==> config.mk <==
export PLATFORM = sky130hd
export DESIGN_NAME = scale_factor_gen
export DESIGN_NICKNAME = d
export VERILOG_FILES = /design/src/rtl/scale_factor_pkg.sv /design/src/rtl/scl_axis_prep.sv /design/src/rtl/scl_restoring_div.sv /design/src/rtl/scale_factor_gen.sv
export SDC_FILE = /design/constraint.sdc
export NUM_CORES = 1
export LEC_CHECK = 0
export BUFFER_PORTS_ARGS = -buffer_cell sky130_fd_sc_hd__buf_2
export CORE_MARGIN = 3
export CORE_UTILIZATION = 45
export CTS_CLUSTER_DIAMETER = 150
export DETAILED_ROUTE_END_ITERATION = 10
export PLACE_DENSITY = 0.66
export RECOVER_POWER = 50
export SLEW_MARGIN = 20
export SYNTH_ARGS = -nofsm -noshare
export SYNTH_HDL_FRONTEND = slang
export SYNTH_SLANG_ARGS = --single-unit
==> constraint.sdc <==
create_clock -name clk -period 2.9 [get_ports clk]
set_input_delay 0.145 -clock clk [delete_from_list [all_inputs] [get_ports clk]]
set_output_delay 0.145 -clock clk [all_outputs]
set_load 0.01 [all_outputs]
==> src/rtl/scale_factor_pkg.sv <==
package scale_factor_pkg;

    typedef enum logic [1:0] {
        SCL_NONE = 2'd0,
        SCL_DOWN = 2'd1,
        SCL_UP   = 2'd2
    } scl_mode_e;

    typedef enum logic [2:0] {
        ST_IDLE = 3'd0,
        ST_LDH  = 3'd1,
        ST_RUNH = 3'd2,
        ST_LDV  = 3'd3,
        ST_RUNV = 3'd4,
        ST_FIN  = 3'd5
    } sfg_state_e;

endpackage

==> src/rtl/scl_axis_prep.sv <==
// Chooses the scale mode of one axis and the divider operands for its ratio.
module scl_axis_prep
    import scale_factor_pkg::*;
#(
    parameter int SZ_W   = 14,
    parameter int FRAC_W = 16,
    localparam int NUM_W = SZ_W + FRAC_W
) (
    input  logic [SZ_W-1:0]  src_i,
    input  logic [SZ_W-1:0]  dst_i,
    output scl_mode_e        mode_o,
    output logic [NUM_W-1:0] num_o,
    output logic [SZ_W-1:0]  den_o,
    output logic             bump_o
);
    logic [SZ_W-1:0] src_m1;
    logic [SZ_W-1:0] dst_m1;

    always_comb begin
        src_m1 = src_i - SZ_W'(1);
        dst_m1 = dst_i - SZ_W'(1);
        if (src_i == dst_i) begin
            mode_o = SCL_NONE;
            num_o  = '0;
            den_o  = SZ_W'(1);
            bump_o = 1'b0;
        end else if (src_i > dst_i) begin
            // shrink: smaller size over larger, then one is added
            mode_o = SCL_DOWN;
            num_o  = {dst_i, {FRAC_W{1'b0}}};
            den_o  = src_i;
            bump_o = 1'b1;
        end else begin
            // enlarge: ratio of the sizes each reduced by one
            mode_o = SCL_UP;
            num_o  = {src_m1, {FRAC_W{1'b0}}};
            den_o  = dst_m1;
            bump_o = 1'b0;
        end
    end
endmodule

==> src/rtl/scl_restoring_div.sv <==
// Unsigned restoring divider, one quotient bit per cycle, NUM_W steps per load.
module scl_restoring_div #(
    parameter int NUM_W = 30,
    parameter int DEN_W = 14,
    parameter int QUO_W = 16,
    localparam int CNT_W = $clog2(NUM_W + 1)
) (
    input  logic             clk,
    input  logic             rst_n,
    input  logic             load_i,
    input  logic [NUM_W-1:0] num_i,
    input  logic [DEN_W-1:0] den_i,
    output logic             last_o,
    output logic [QUO_W-1:0] quo_o
);
    typedef struct packed {
        logic [CNT_W-1:0] cnt;
        logic [NUM_W-1:0] acc;
        logic [DEN_W-1:0] rem;
        logic [DEN_W-1:0] den;
    } div_regs_t;

    div_regs_t r_d, r_q;
    logic [DEN_W:0] trial;
    logic [DEN_W:0] diff;
    logic           fits;

    always_comb begin
        r_d   = r_q;
        trial = {r_q.rem, r_q.acc[NUM_W-1]};
        diff  = trial - {1'b0, r_q.den};
        fits  = (trial >= {1'b0, r_q.den});
        if (load_i) begin
            r_d.cnt = CNT_W'(NUM_W);
            r_d.acc = num_i;
            r_d.rem = '0;
            r_d.den = den_i;
        end else if (r_q.cnt != '0) begin
            r_d.cnt = r_q.cnt - CNT_W'(1);
            r_d.acc = {r_q.acc[NUM_W-2:0], fits};
            r_d.rem = fits ? diff[DEN_W-1:0] : trial[DEN_W-1:0];
        end
    end

    always_ff @(posedge clk or negedge rst_n) begin
        if (!rst_n) r_q <= '0;
        else        r_q <= r_d;
    end

    assign last_o = (r_q.cnt == CNT_W'(1));
    assign quo_o  = r_q.acc[QUO_W-1:0];
endmodule

==> src/rtl/scale_factor_gen.sv <==
module scale_factor_gen
    import scale_factor_pkg::*;
#(
    parameter int SZ_W   = 14,
    parameter int MIN_SZ = 34,
    parameter int MAX_SZ = 8192,
    parameter int FRAC_W = 16,
    localparam int NUM_W  = SZ_W + FRAC_W,
    localparam int WORD_W = 2 * FRAC_W,
    localparam int AXES   = 2
) (
    input  logic              clk,
    input  logic              rst_n,
    input  logic              start_i,
    input  logic [SZ_W-1:0]   src_w_i,
    input  logic [SZ_W-1:0]   src_h_i,
    input  logic [SZ_W-1:0]   dst_w_i,
    input  logic [SZ_W-1:0]   dst_h_i,
    input  logic [1:0]        rot_i,
    output logic              busy_o,
    output logic              done_o,
    output logic              err_o,
    output logic [1:0]        hmode_o,
    output logic [1:0]        vmode_o,
    output logic [WORD_W-1:0] xfac_o,
    output logic [WORD_W-1:0] yfac_o
);
    typedef struct packed {
        sfg_state_e        st;
        logic [SZ_W-1:0]   hs;
        logic [SZ_W-1:0]   hd;
        logic [SZ_W-1:0]   vs;
        logic [SZ_W-1:0]   vd;
        logic              bad;
        logic [WORD_W-1:0] xtmp;
        logic [WORD_W-1:0] xo;
        logic [WORD_W-1:0] yo;
        scl_mode_e         hm;
        scl_mode_e         vm;
        logic              err;
        logic              done;
    } top_regs_t;

    top_regs_t r_d, r_q;

    logic [SZ_W-1:0]  ax_src  [AXES];
    logic [SZ_W-1:0]  ax_dst  [AXES];
    scl_mode_e        ax_mode [AXES];
    scl_mode_e        eff_mode[AXES];
    logic [NUM_W-1:0] ax_num  [AXES];
    logic [SZ_W-1:0]  ax_den  [AXES];
    logic             ax_bump [AXES];

    logic             div_load;
    logic             div_sel;
    logic             div_last;
    logic [FRAC_W-1:0] div_quo;
    logic             quarter_turn;
    logic             any_bad;

    function automatic logic in_range(logic [SZ_W-1:0] v);
        return (v >= SZ_W'(MIN_SZ)) && (v <= SZ_W'(MAX_SZ));
    endfunction

    function automatic logic [WORD_W-1:0] fac_word(scl_mode_e m, logic [FRAC_W-1:0] q,
                                                   logic b);
        case (m)
            SCL_DOWN: return {{FRAC_W{1'b0}}, q + FRAC_W'(b)};
            SCL_UP:   return {q, {FRAC_W{1'b0}}};
            default:  return '0;
        endcase
    endfunction

    assign ax_src[0] = r_q.hs;
    assign ax_dst[0] = r_q.hd;
    assign ax_src[1] = r_q.vs;
    assign ax_dst[1] = r_q.vd;

    for (genvar a = 0; a < AXES; a++) begin : g_axis
        scl_axis_prep #(
            .SZ_W  (SZ_W),
            .FRAC_W(FRAC_W)
        ) u_prep (
            .src_i (ax_src[a]),
            .dst_i (ax_dst[a]),
            .mode_o(ax_mode[a]),
            .num_o (ax_num[a]),
            .den_o (ax_den[a]),
            .bump_o(ax_bump[a])
        );
        assign eff_mode[a] = r_q.bad ? SCL_NONE : ax_mode[a];
    end

    assign div_load = (r_q.st == ST_LDH) || (r_q.st == ST_LDV);
    assign div_sel  = (r_q.st == ST_LDV);

    scl_restoring_div #(
        .NUM_W(NUM_W),
        .DEN_W(SZ_W),
        .QUO_W(FRAC_W)
    ) u_div (
        .clk   (clk),
        .rst_n (rst_n),
        .load_i(div_load),
        .num_i (ax_num[div_sel]),
        .den_i (ax_den[div_sel]),
        .last_o(div_last),
        .quo_o (div_quo)
    );

    assign quarter_turn = (rot_i == 2'd1) || (rot_i == 2'd3);
    assign any_bad = !(in_range(src_w_i) && in_range(src_h_i) &&
                       in_range(dst_w_i) && in_range(dst_h_i));

    always_comb begin
        r_d      = r_q;
        r_d.done = 1'b0;
        case (r_q.st)
            ST_IDLE: begin
                if (start_i) begin
                    // scaling precedes rotation: a quarter turn crosses the axes
                    r_d.hs  = src_w_i;
                    r_d.hd  = quarter_turn ? dst_h_i : dst_w_i;
                    r_d.vs  = src_h_i;
                    r_d.vd  = quarter_turn ? dst_w_i : dst_h_i;
                    r_d.bad = any_bad;
                    r_d.st  = ST_LDH;
                end
            end
            ST_LDH:  r_d.st = ST_RUNH;
            ST_RUNH: if (div_last) r_d.st = ST_LDV;
            ST_LDV: begin
                r_d.xtmp = fac_word(eff_mode[0], div_quo, ax_bump[0]);
                r_d.st   = ST_RUNV;
            end
            ST_RUNV: if (div_last) r_d.st = ST_FIN;
            ST_FIN: begin
                r_d.xo   = r_q.xtmp;
                r_d.yo   = fac_word(eff_mode[1], div_quo, ax_bump[1]);
                r_d.hm   = eff_mode[0];
                r_d.vm   = eff_mode[1];
                r_d.err  = r_q.bad;
                r_d.done = 1'b1;
                r_d.st   = ST_IDLE;
            end
            default: r_d.st = ST_IDLE;
        endcase
    end

    always_ff @(posedge clk or negedge rst_n) begin
        if (!rst_n) r_q <= '0;
        else        r_q <= r_d;
    end

    assign busy_o  = (r_q.st != ST_IDLE);
    assign done_o  = r_q.done;
    assign err_o   = r_q.err;
    assign hmode_o = r_q.hm;
    assign vmode_o = r_q.vm;
    assign xfac_o  = r_q.xo;
    assign yfac_o  = r_q.yo;
endmodule

# --- Yosys cells after proc, flatten, opt, wreduce, memory -nomap -nowiden ---
# Cells that the tools add are included.
word_totals:
  reg_bits: 225
  in_bits: 61
  output_inout_bits: 71
  elab_cells: 107
op_classes:
  n_addsub: 8
  n_lt_le_gt_ge: 12
  n_eq_ne: 17
  n_mux: 36
  bitwise: 1
  reduce_logical: 16
op_table:
  columns: ["operator", "n"]
  rows:
  - ["2-to-1 mux 30 bit", 7]
  - ["2-to-1 mux 14 bit", 10]
  - ["case mux 32 bit (2 select lines)", 2]
  - ["2-to-1 mux 49 bit", 2]
  - ["2-to-1 mux 60 bit", 1]
  - [">= comparator 14 x 6 -> 1 bit (second input constant)", 4]
  - ["less-or-equal comparator 14 bit (second input constant)", 4]
  - ["subtractor 14 x 1 -> 14 bit (second input constant)", 4]
  - ["adder 16 x 1 -> 16 bit", 2]
  - ["== test 14 bit", 2]
  - ["> comparator 14 bit", 2]
  - [">= comparator 15 x 14 -> 1 bit", 1]
  - ["case mux 3 bit (5 select lines)", 1]
  - ["subtractor 14 bit", 1]
  - ["2-to-1 mux 2 bit", 6]
  - ["logical AND 1 bit", 7]
  - ["== test 2 x 1 -> 1 bit (second input constant)", 3]
  - ["== test 2 bit (second input constant)", 3]
  - ["== test 3 x 2 -> 1 bit (second input constant)", 2]
  - ["== test 3 bit (second input constant)", 2]
  - ["2-to-1 mux 3 bit", 2]
  - ["!= test 2 bit (second input constant)", 3]
  - ["== test 5 x 1 -> 1 bit (second input constant)", 1]
  - ["2-to-1 mux 1 bit", 5]
  - ["other kinds (12)", 13]

# --- Depth between registers and ports, before layout ---
# Gate-level depths: netlist of the first run.
logic_depth:
  word_depth: 8
  depth_mapped: 15

# --- Cells and area by module ---
# A second synthesis of the first run with hierarchy kept.
unflattened:
  cells_unflattened: 1637
  hier_area_um2: 15122.0
by_module_without_submodules:
  columns: ["module", "n_inst", "cells_each", "area_per_inst_um2", "seq_area_each_um2"]
  rows:
  - ["scale_factor_gen", 1, 847, 8344.3, 4053.9]
  - ["scl_restoring_div", 1, 382, 3637.2, 1576.5]
  - ["scl_axis_prep", 2, 204, 1570.3, 0.0]

# --- Worst setup path after synthesis of the first run ---
# No wires, ideal clock.
synth_timing:
  path_type: "flip-flop to flip-flop"
  from: "register r_q, in the netlist ax_dst[12]"
  to: "register r_q, in the netlist yfac_o[14]"
  setup_time_ns: 0.124
  t_arrival_ns: 3.086
  slack_ns: -0.309
  stages_incl_launch_ff: 16
  n_path_buf: 1
  path_cell_list: "dfrtp_1 -> inv_1 -> ha_1 -> a21oi_1 -> nand2_1 -> a221o_1 -> nor2_1 -> clkbuf_1 -> nor2_1 -> ha_1 -> ha_1 -> and3_1 -> nand2_1 -> nor2_1 -> xnor2_1 -> o21ai_1"
synth_between:
  elab_chain_cells: 6
  elab_cells_between_ends: 11
  classes_between: "add/sub: 1; order compare: 1; eq/ne: 3; mux: 6"
synth_lines:
  columns: ["item", "line", "source"]
  rows:
  - ["from (decl)", "scale_factor_gen.sv:44", "top_regs_t r_d, r_q;"]
  - ["from (signal assigned)", "scale_factor_gen.sv:152", "else r_q <= r_d;"]
  - ["parallel branches: the longest is 5 deep, another holds adder 16 x 1 -> 16 bit", null, null]
  - ["case mux 32 bit (2 select lines) (*)", "scale_factor_gen.sv:67", "case (m)"]
# Mark *: on every way between the ends.
# A chain may end at the register's enable or synchronous reset.

# --- Final worst setup path of the first run ---
layout_timing:
  from: "register r_q, in the netlist ax_dst[7]"
  to: "register r_q, in the netlist yfac_o[14]"
# The elaborated chain is that of the path after synthesis.

==> results of run 1 <==
-- stage by stage --
stage | TNS, ps | area [µm²] | total power [mW] | worst slack [ps]
2_1_floorplan | -18.4 | 13400 | 6.01 | -18.4
3_3_place_gp | 0 | 14400 | 6.82 | 118
3_5_place_dp | 0 | 14400 | 6.89 | 43.6
4_1_cts | 0 | 15800 | 10.3 | 28.2
5_1_grt | -51.7 | 15800 | 10.9 | -27.4
6_report | 0 | 15800 | 10.3 | 173
-- cells by family after synthesis --
kind of cell	after synthesis	share of synthesized area
AO/OA/AOI/OAI	335	0.165
XOR/XNOR	78	0.0513
flip-flops	225	0.422
buffers and inverters	215	0.0817
multiplexers	70	0.0551
adder cells (fa/ha/maj)	54	0.0513
AND/OR/NAND/NOR	493	0.173
-- synth_stat cells (all sizes together), types with 8 or more instances --
cell type    n  area share
nand2      235       0.066
dfrtp      225        0.42
a21oi      108       0.041
buf         83       0.045
nor2        79       0.022
clkbuf      72       0.020
o21ai       72       0.027
inv         59       0.017
xnor2       58       0.038
ha          53       0.050
mux2i       43       0.032
nor3        40       0.015
nand3       38       0.014
a22o        36       0.024
mux2        27       0.023
nor4        21       0.013
xor2        20       0.013
a211oi      18       0.011
nand4       14      0.0066
o211ai      14      0.0079
o221ai      14      0.0092
a211o       11      0.0072
and3        11      0.0052
or3         10      0.0047
or4         10      0.0062
a21o         9      0.0051
a31oi        9      0.0054
nand2b       8      0.0038
o31ai        8      0.0045
-- power by group --
group	internal [mW]	switching (mW)	leakage [nW]	total, mW
Combinational	1.41	1.64	4.07	3.06
Sequential	3.49	0.409	2.95	3.90
Clock	2.05	1.31	0.433	3.37
-- area by class of cell --
class                      instances  share of cell area
timing repair buffer             276               0.120
clock buffer                      34              0.0442
inverter                          60              0.0142
multi-input combinational       1030               0.425
sequential                       225               0.355
clock inverter                    12              0.0112
tap                              384              0.0303
-- state kept, by name (all words and copies together), names as in the netlist --
register	flops
err_o	1
vmode_o	2
ax_src	28
yfac_o	32
xfac_o	32
r_q	36
ax_dst	28
done_o	1
hmode_o	2
u_div.quo_o	16
u_div.r_q	47
-- how the worst max path moves through the flow --
stage / slack, ps / endpoint / depth (start not counted)
finish: 170 / yfac_o[14] / 14
global route: -30 / r_q[84] / 14
CTS: 30 / r_q[83] / 13
detailed placement: 40 / r_q[83] / 13
global placement: 120 / r_q[81] / 13
floorplan: -20 / yfac_o[14] / 14
-- critical path, cell delays in order, from the launching register on --
cell	delay, ps
dfrtp_1	410
inv_1	100
ha_1	300
nand4_1	170
or2_1	300
a31oi_4	190
nor2_4	40
nor2_1	110
ha_2	200
ha_2	200
and3_4	220
nand2_1	90
nor2_2	100
xnor2_1	120
o21ai_1	70
-- metal layers --
layer / up-vias / track usage / share of wire
met3: 66 / 0.0255 / 0.054
li1: 5417 / - / -
met2: 357 / 0.388 / 0.48
met1: 5434 / 0.306 / 0.43
met5: - / 0 / 0
met4: 0 / 0.0753 / 0.035
-- what timing repair did --
| action | 4_1_cts | 5_1_grt |
|---|---|---|
| buffers inserted | 0 | 3 |
| resized for setup | 0 | 22 |
| hold endpoints to repair | 133 | 0 |
| endpoints found under the setup margin | 0 | 20 |
| hold buffers | 56 | 0 |
==> flow_summary.json, run 1 <==
{
  "gp_routability_congestion": 0.942,
  "startpoint_type": "flip-flop",
  "final_common_cell": "nand2_1",
  "hpwl_mm": 26.2,
  "slew_violations": 94,
  "rr_startpoint": "ax_dst[7]",
  "die_area_mm2": 0.0317,
  "worstMarginPinSlew_ps": 2380,
  "ios": 132,
  "synth_cell_types": 67,
  "core_area_mm2": 0.0289,
  "synthArstFlopShare": 1.00,
  "wl_per_cell_um": 18.1,
  "vdd_drop_max_mv": 0.413,
  "cts_tree": "yes",
  "track_usage": 0.229,
  "h-tree-depth": 1,
  "cp_max_fo": 4,
  "grt_antenna_before_repair": 0,
  "critical_path.startpoint": "ax_dst[7]",
  "cp.arrival_ps": 3150,
  "powerDensity_mw_per_mm2": 652,
  "rsz0062_at_grt": "yes",
  "post-route-min-period_ps": 2730,
  "netlist_area_mm2": 0.0133,
  "finalNonFillerCells": 2021,
  "syn_area_per_cell_um2": 9.07,
  "grt_max_degree": 95,
  "fin_crit_sh": 0.940,
  "r2r_slack_ps": 170,
  "cp_data_required_time_ps": 3320,
  "chipWidth_um": 178,
  "start_util": 0.461,
  "clockBufferDepth": 3,
  "cap_violations": 1,
  "wl_mm": 36.5,
  "hp-start": "dst_w_i[9]",
  "hold_depth": 3,
  "multiInputGateArea_mm2": 0.00673,
  "fin_nets": 1733,
  "setup_viol": 0,
  "place_inst": 1916,
  "vias_per_cell": 5.58,
  "grt_pass1_wl_mm": 58.5,
  "fmax_mhz": 367,
  "final_util": 0.547,
  "yosysSeqAreaShare": 0.422,
  "layout_common_cells": "nand2_1 (235), dfrtp_1 (225), a21oi_1 (108)",
  "reg2reg_depth": 14,
  "grt_pass1_vias": 10900,
  "finClkSkew_ps": 9.95,
  "die_h_um": 178,
  "regArea_mm2": 0.00563,
  "syn-num-nets": 1585,
  "synth_warnings": 0,
  "slew_headroom": -0.587,
  "numCtsBuffers": 25,
  "worstSkewPairLatency_ps": 540,
  "num_rows": 62,
  "vias": 11300,
  "r2r-end": "yfac_o[14]",
  "ys.flop_type": "dfrtp_1",
  "end_kind": "flip-flop",
  "clock-sinks": 225,
  "p_leak_nw": 7.44,
  "fillers": 2590,
  "ctsRootBufferMaster": "clkbuf_16",
  "hold_viol": 0,
  "port_buffers": 130,
  "gr-total-overflow": 0,
  "diodes": 0,
  "hp-class": "input pin to flip-flop",
  "ys_seq_elements": 225,
  "hold_slack_ps": 4.03,
  "drtPass1Iterations": 5,
  "clkTransAtPathRegs_ps": 60,
  "synth_edf_count": 0,
  "drc": 0,
  "drive_above_1_share": 0.180,
  "postSynthCellCount": 1470,
  "drtIter0Drc": 832,
  "min_to": "ax_dst[23]",
  "drtAntennaViolNets": 0,
  "path_class": "flip-flop to flip-flop",
  "area_delta_synth_final_pct": 18.9,
  "outcome": "finished with violations",
  "violations": "max-capacitance violations, max-slew violations"
}
Note: power is estimated with default switching activity, not from simulation.
==> run 2: changes to the inputs <==
Settings changed: CORE_MARGIN 3 to 2.
==> run 2 against run 1 <==
The run still ends with max-capacitance violations, max-slew violations left. Highest routed layer unchanged. Largest power group unchanged. First-iteration DRC count up 1.2%. Global-route usage rose by 0.53 points. Total power shrank 2.0%. Non-clock buffer count unchanged. Clock-buffer cell count up 2. Critical endpoint is now yfac_o[12]. Clock power shrank 5.9%.
==> flow_summary.json, run 2 (synthesis gave the netlist of run 1 again) <==
{
  "finalNonFillerCells": 2026,
  "drtAntennaViolNets": 0,
  "core_area_mm2": 0.0294,
  "place_inst": 1922,
  "startpoint_type": "flip-flop",
  "cp_data_required_time_ps": 3320,
  "p_total_mw": 10.1,
  "start_util": 0.453,
  "multiInputGateArea_mm2": 0.00675,
  "largest-register": "u_div.r_q",
  "drc": 0,
  "cap_violations": 1,
  "clockBufferDepth": 3,
  "path_class": "flip-flop to flip-flop",
  "vias_per_cell": 5.52,
  "cp_cell_sequence": "inv_1 -> ha_4 -> a21oi_1 -> nand2_1 -> a221o_1 -> nor2_4 -> nor2_1 -> ha_1 -> ha_2 -> and3_4 -> nand2_1 -> xor2_1 -> o21ai_1",
  "regArea_mm2": 0.00563,
  "hpwl_mm": 25.7,
  "cts_tree": "yes",
  "port_buffers": 130,
  "gp_routability_congestion": 0.928,
  "cp_max_fo": 4,
  "drtPass1Iterations": 5,
  "layout_common_cells": "nand2_1 (235), dfrtp_1 (225), a21oi_1 (108)",
  "fin_crit_sh": 0.960,
  "cp.arrival_ps": 3200,
  "worstSkewPairLatency_ps": 530,
  "wl_per_cell_um": 17.8,
  "post-route-min-period_ps": 2780,
  "reg_top3": "u_div.r_q: 47 flops, r_q: 36 flops",
  "slew_violations": 82,
  "vdd_drop_max_mv": 0.436,
  "fin_nets": 1733,
  "h-tree-depth": 1,
  "drtIter0Drc": 842,
  "gr-total-overflow": 0,
  "clkTransAtPathRegs_ps": 60,
  "critPathBufInv": 1,
  "largest_reg_flops": 47,
  "slowest_delay_ps": 390,
  "hold_viol": 0,
  "finClkSkew_ps": 12.2,
  "vias": 11200,
  "slew_headroom": -0.380,
  "num_rows": 63,
  "die_area_mm2": 0.0310,
  "cpMostUsedCell": "nand2_1",
  "clock-sinks": 225,
  "rsz0062_at_grt": "yes",
  "end_kind": "flip-flop",
  "track_usage": 0.234,
  "chipWidth_um": 176,
  "numCtsBuffers": 25,
  "die_h_um": 176,
  "grt_max_degree": 91,
  "ctsRootBufferMaster": "clkbuf_16",
  "ios": 132,
  "grt_antenna_before_repair": 0,
  "outcome": "finished with violations",
  "worstMarginPinSlew_ps": 2070,
  "violations": "max-capacitance violations, max-slew violations",
  "grt_pass1_wl_mm": 58.5,
  "drive_above_1_share": 0.157,
  "p_leak_nw": 7.24,
  "hp-class": "input pin to flip-flop",
  "wl_mm": 36.1,
  "area_delta_synth_final_pct": 18.1,
  "setup_tns_ps": 0,
  "fillers": 2695,
  "setup_viol": 0,
  "grt_pass1_vias": 11000,
  "final_common_cell": "nand2_1",
  "fmax_mhz": 359,
  "cp_slowest_cell": "dfrtp_1",
  "powerDensity_mw_per_mm2": 642,
  "diodes": 0,
  "cp_top_family": "adder cells"
}
[run 2: cell count changes in the layout (fill, tap and decap cells not counted), moves of 2 or more]
cell	previous run	this run
clkbuf_4	0	2
clkinv_2	6	4
nor2_1	74	71
buf_2	98	60
nor2_2	1	4
bufinv_16	4	2
clkbuf_1	37	77
[run 2: stage by stage]
step / area, µm² / setup WS [ps] / util / hold WS (ps)
after floorplan: 13400 / -18.4 / - / -151
after global placement: 14300 / 70.7 / 0.488 / 155
after detailed placement: 14300 / -20.3 / 0.488 / 177
after CTS: 15700 / -17.5 / 0.535 / 3.44
after global routing: 15700 / -25.2 / 0.535 / 23.2
final: 15700 / 115 / 0.535 / 5.18
[run 2: metal layers]
| metal | part of all wire | track usage |
|---|---|---|
| met1 | 0.45 | 0.317 |
| met2 | 0.46 | 0.380 |
| met3 | 0.045 | 0.0256 |
| met4 | 0.048 | 0.103 |
| met5 | 0 | 0 |
[run 2: worst min-delay path: cells and delay by family]
family / cells / cell delay (ps)
compound gates: 1 / 160
buf+inv: 1 / 110
mux: 1 / 80
[run 2: worst paths after layout]
path                        startpoint          to  slack (ps)  cells past startpoint
setup / recovery            ax_dst[12]  yfac_o[12]         120                     13
hold / removal             dst_w_i[12]  ax_dst[12]           5                      3
setup reg to reg            ax_dst[12]  yfac_o[12]         120                     13
hold reg to reg             xfac_o[26]  xfac_o[26]         470                      2
max in group asynchronous        rst_n   ax_dst[6]         560                      3
min in group asynchronous        rst_n  xfac_o[14]         700                      2
[run 2: layout make-up]
| type | instances | area share |
|---|---|---|
| multi-input combinational | 1030 | 0.429 |
| sequential | 225 | 0.358 |
| timing repair buffer | 276 | 0.117 |
| clock buffer | 36 | 0.0449 |
| tap | 390 | 0.0310 |
| inverter | 60 | 0.0143 |
| clock inverter | 9 | 0.00691 |
[run 2: power by group]
| part | total (mW) | internal [mW] | switching (mW) | leakage, nW |
|---|---|---|---|---|
| Sequential | 3.89 | 3.49 | 0.396 | 2.95 |
| Clock | 3.17 | 1.88 | 1.30 | 0.404 |
| Combinational | 3.05 | 1.41 | 1.65 | 3.89 |
| Total | 10.1 | 6.77 | 3.34 | 7.24 |
[run 2: what timing repair did]
action	4_1_cts	5_1_grt
buffers inserted	0	2
setup endpoints to repair	2	18
resized for setup	1	23
hold endpoints to repair	120	0
pin swaps	0	3
hold buffers	57	0
==> run 3: changes to the inputs <==
==> constraint.sdc (replaced) <==
create_clock -name clk -period 2.9 [get_ports clk]
set_input_delay 0.87 -clock clk [delete_from_list [all_inputs] [get_ports clk]]
set_output_delay 0.87 -clock clk [all_outputs]
set_load 0.01 [all_outputs]
==> run 3 against run 2 <==
The flow now finishes without violations. Sequential power is essentially flat. Utilization shrank 1.5 points. Register-to-register slack is essentially flat. Via count shrank 0.22%. Clock power is essentially flat. Non-clock buffer count shrank 45.
==> flow_summary.json, run 3 (synthesis gave the netlist of run 1 again) <==
{
  "worstSkewPairLatency_ps": 550,
  "powerDensity_mw_per_mm2": 660,
  "grt_antenna_before_repair": 0,
  "gp_routability_congestion": 0.920,
  "wl_met2_mm": 16.7,
  "cp.arrival_ps": 3210,
  "reg_top3": "u_div.r_q: 47 flops, r_q: 36 flops",
  "layout_setup_ws_ps": 111,
  "vdd_drop_max_mv": 0.435,
  "area_delta_synth_final_pct": 14.9,
  "grt_pass1_wl_mm": 58.3,
  "r2r-end": "yfac_o[14]",
  "final_util": 0.521,
  "cp_cell_sequence": "inv_1 -> ha_1 -> nand4_1 -> or2_4 -> a31oi_4 -> nor2_4 -> nor2_1 -> ha_1 -> ha_2 -> and3_4 -> nand2_1 -> nor2_1 -> xnor2_1 -> o21ai_1",
  "p_leak_nw": 7.35,
  "vias": 11200,
  "reg2reg_depth": 14,
  "fin_crit_sh": 0.962,
  "grt_pass1_vias": 10800,
  "cap_violations": 0,
  "startpoint_type": "flip-flop",
  "vias_per_cell": 5.63,
  "gr-total-overflow": 0,
  "regArea_mm2": 0.00563,
  "cts_hold_buf": 0,
  "rr_startpoint": "ax_dst[11]",
  "post-route-min-period_ps": 2790,
  "core_area_mm2": 0.0294,
  "end_kind": "flip-flop",
  "fin_nets": 1688,
  "final_common_cell": "nand2_1",
  "num_rows": 63,
  "grt_max_degree": 91,
  "hold_viol": 0,
  "fillers": 2754,
  "drc": 0,
  "p_total_mw": 10.1,
  "layout_common_cells": "nand2_1 (235), dfrtp_1 (225), buf_2 (129)",
  "slew_headroom": 0.0525,
  "met1_length_mm": 15.7,
  "start_util": 0.453,
  "finClkSkew_ps": 14.0,
  "worstMarginPinSlew_ps": 1420,
  "ctsRootBufferMaster": "clkbuf_16",
  "design_area_mm2": 0.0153,
  "largest-register": "u_div.r_q",
  "slew_violations": 0,
  "clockBufferDepth": 3,
  "diodes": 0,
  "numCtsBuffers": 25,
  "hold_slack_ps": 467,
  "die_area_mm2": 0.0310,
  "drtPass1Iterations": 5,
  "hp-class": "flip-flop to flip-flop",
  "slowest_delay_ps": 340,
  "cp_data_required_time_ps": 3320,
  "wl_mm": 35.8,
  "wl_per_cell_um": 18.1,
  "pre_cts_slack_ps": -39.8,
  "largest_reg_flops": 47,
  "h-tree-depth": 1,
  "chipWidth_um": 176,
  "fmax_mhz": 359,
  "cp_slowest_cell": "dfrtp_1",
  "multiInputGateArea_mm2": 0.00673,
  "hp-start": "xfac_o[28]",
  "path_class": "flip-flop to flip-flop",
  "drtIter0Drc": 765,
  "hold_depth": 2,
  "r2r_slack_ps": 110,
  "cp_max_fo": 4,
  "port_buffers": 130,
  "hpwl_mm": 26.3,
  "clkTransAtPathRegs_ps": 60,
  "cts_tree": "yes",
  "clock-sinks": 225,
  "ios": 132,
  "top_layer_used": "met4",
  "setup_viol": 0,
  "track_usage": 0.234,
  "outcome": "finished, final reports clean",
  "drive_above_1_share": 0.209,
  "min_to": "xfac_o[28]",
  "die_h_um": 176,
  "placed_area_mm2": 0.0145,
  "drtAntennaViolNets": 0,
  "dr_wl_met3_mm": 1.79
}
## run 3: cell count changes in the layout (fill, tap and decap cells not counted), sizes merged, moves of 3 or more
cell	before	now
clkbuf	110	45
dlygate4sd3	57	0
buf	145	223
clkinvlp	0	3
## run 3: power breakdown
group / internal (mW) / total (mW) / switching [mW]
clock: 1.85 / 3.18 / 1.34
combinational: 1.38 / 3.03 / 1.66
sequential: 3.49 / 3.89 / 0.392
## run 3: worst max-delay path, delay by kind of cell (launching register included)
kind                     cells  cell delay (ps)
AND/OR/NAND/NOR              7             1110
adder cells (fa/ha/maj)      3              740
flip-flops                   1              340
AO/OA/AOI/OAI                2              270
XOR/XNOR                     1              130
buffers and inverters        1               90
## run 3: how the worst max path moves through the flow
| stage | startpoint | end | slack [ps] | cells past startpoint |
|---|---|---|---|---|
| after floorplan | ax_dst[11] | yfac_o[14] | -20 | 14 |
| final | ax_dst[11] | yfac_o[14] | 110 | 14 |
| after CTS | ax_dst[27] | r_q[83] | -5 | 13 |
| after detailed placement | ax_dst[27] | r_q[83] | -40 | 13 |
| after global routing | ax_dst[11] | yfac_o[15] | -7 | 14 |
| after global placement | ax_dst[27] | r_q[83] | 50 | 13 |
## run 3: metal layers
metal,global-route usage,vias up
met5,0,-
met4,0.0975,0
met3,0.0276,90
met2,0.382,362
met1,0.316,5385
li1,-,5320
## run 3: cell type report
class | instances | share of cell area
clock inverter | 9 | 0.00629
clock buffer | 37 | 0.0477
multi-input combinational | 1030 | 0.440
tap | 390 | 0.0319
inverter | 60 | 0.0147
sequential | 225 | 0.368
timing repair buffer | 231 | 0.0919
## run 3: through the flow
| stage | cells | TNS (ps) |
|---|---|---|
| after floorplan | 1470 | -18.4 |
| after global placement | 1934 | 0 |
| after detailed placement | 1934 | -70.6 |
| after CTS | 1980 | -5.24 |
| after global routing | 1982 | -7.03 |
| final | 1982 | 0 |
## run 3: timing repair
item | in CTS | in global routing
setup buffers | 0 | 2
hold endpoints to repair | 0 | 0
endpoints found under the setup margin | 2 | 19
resized for setup | 3 | 15
cloned | 0 | 0
pin swaps | 0 | 5
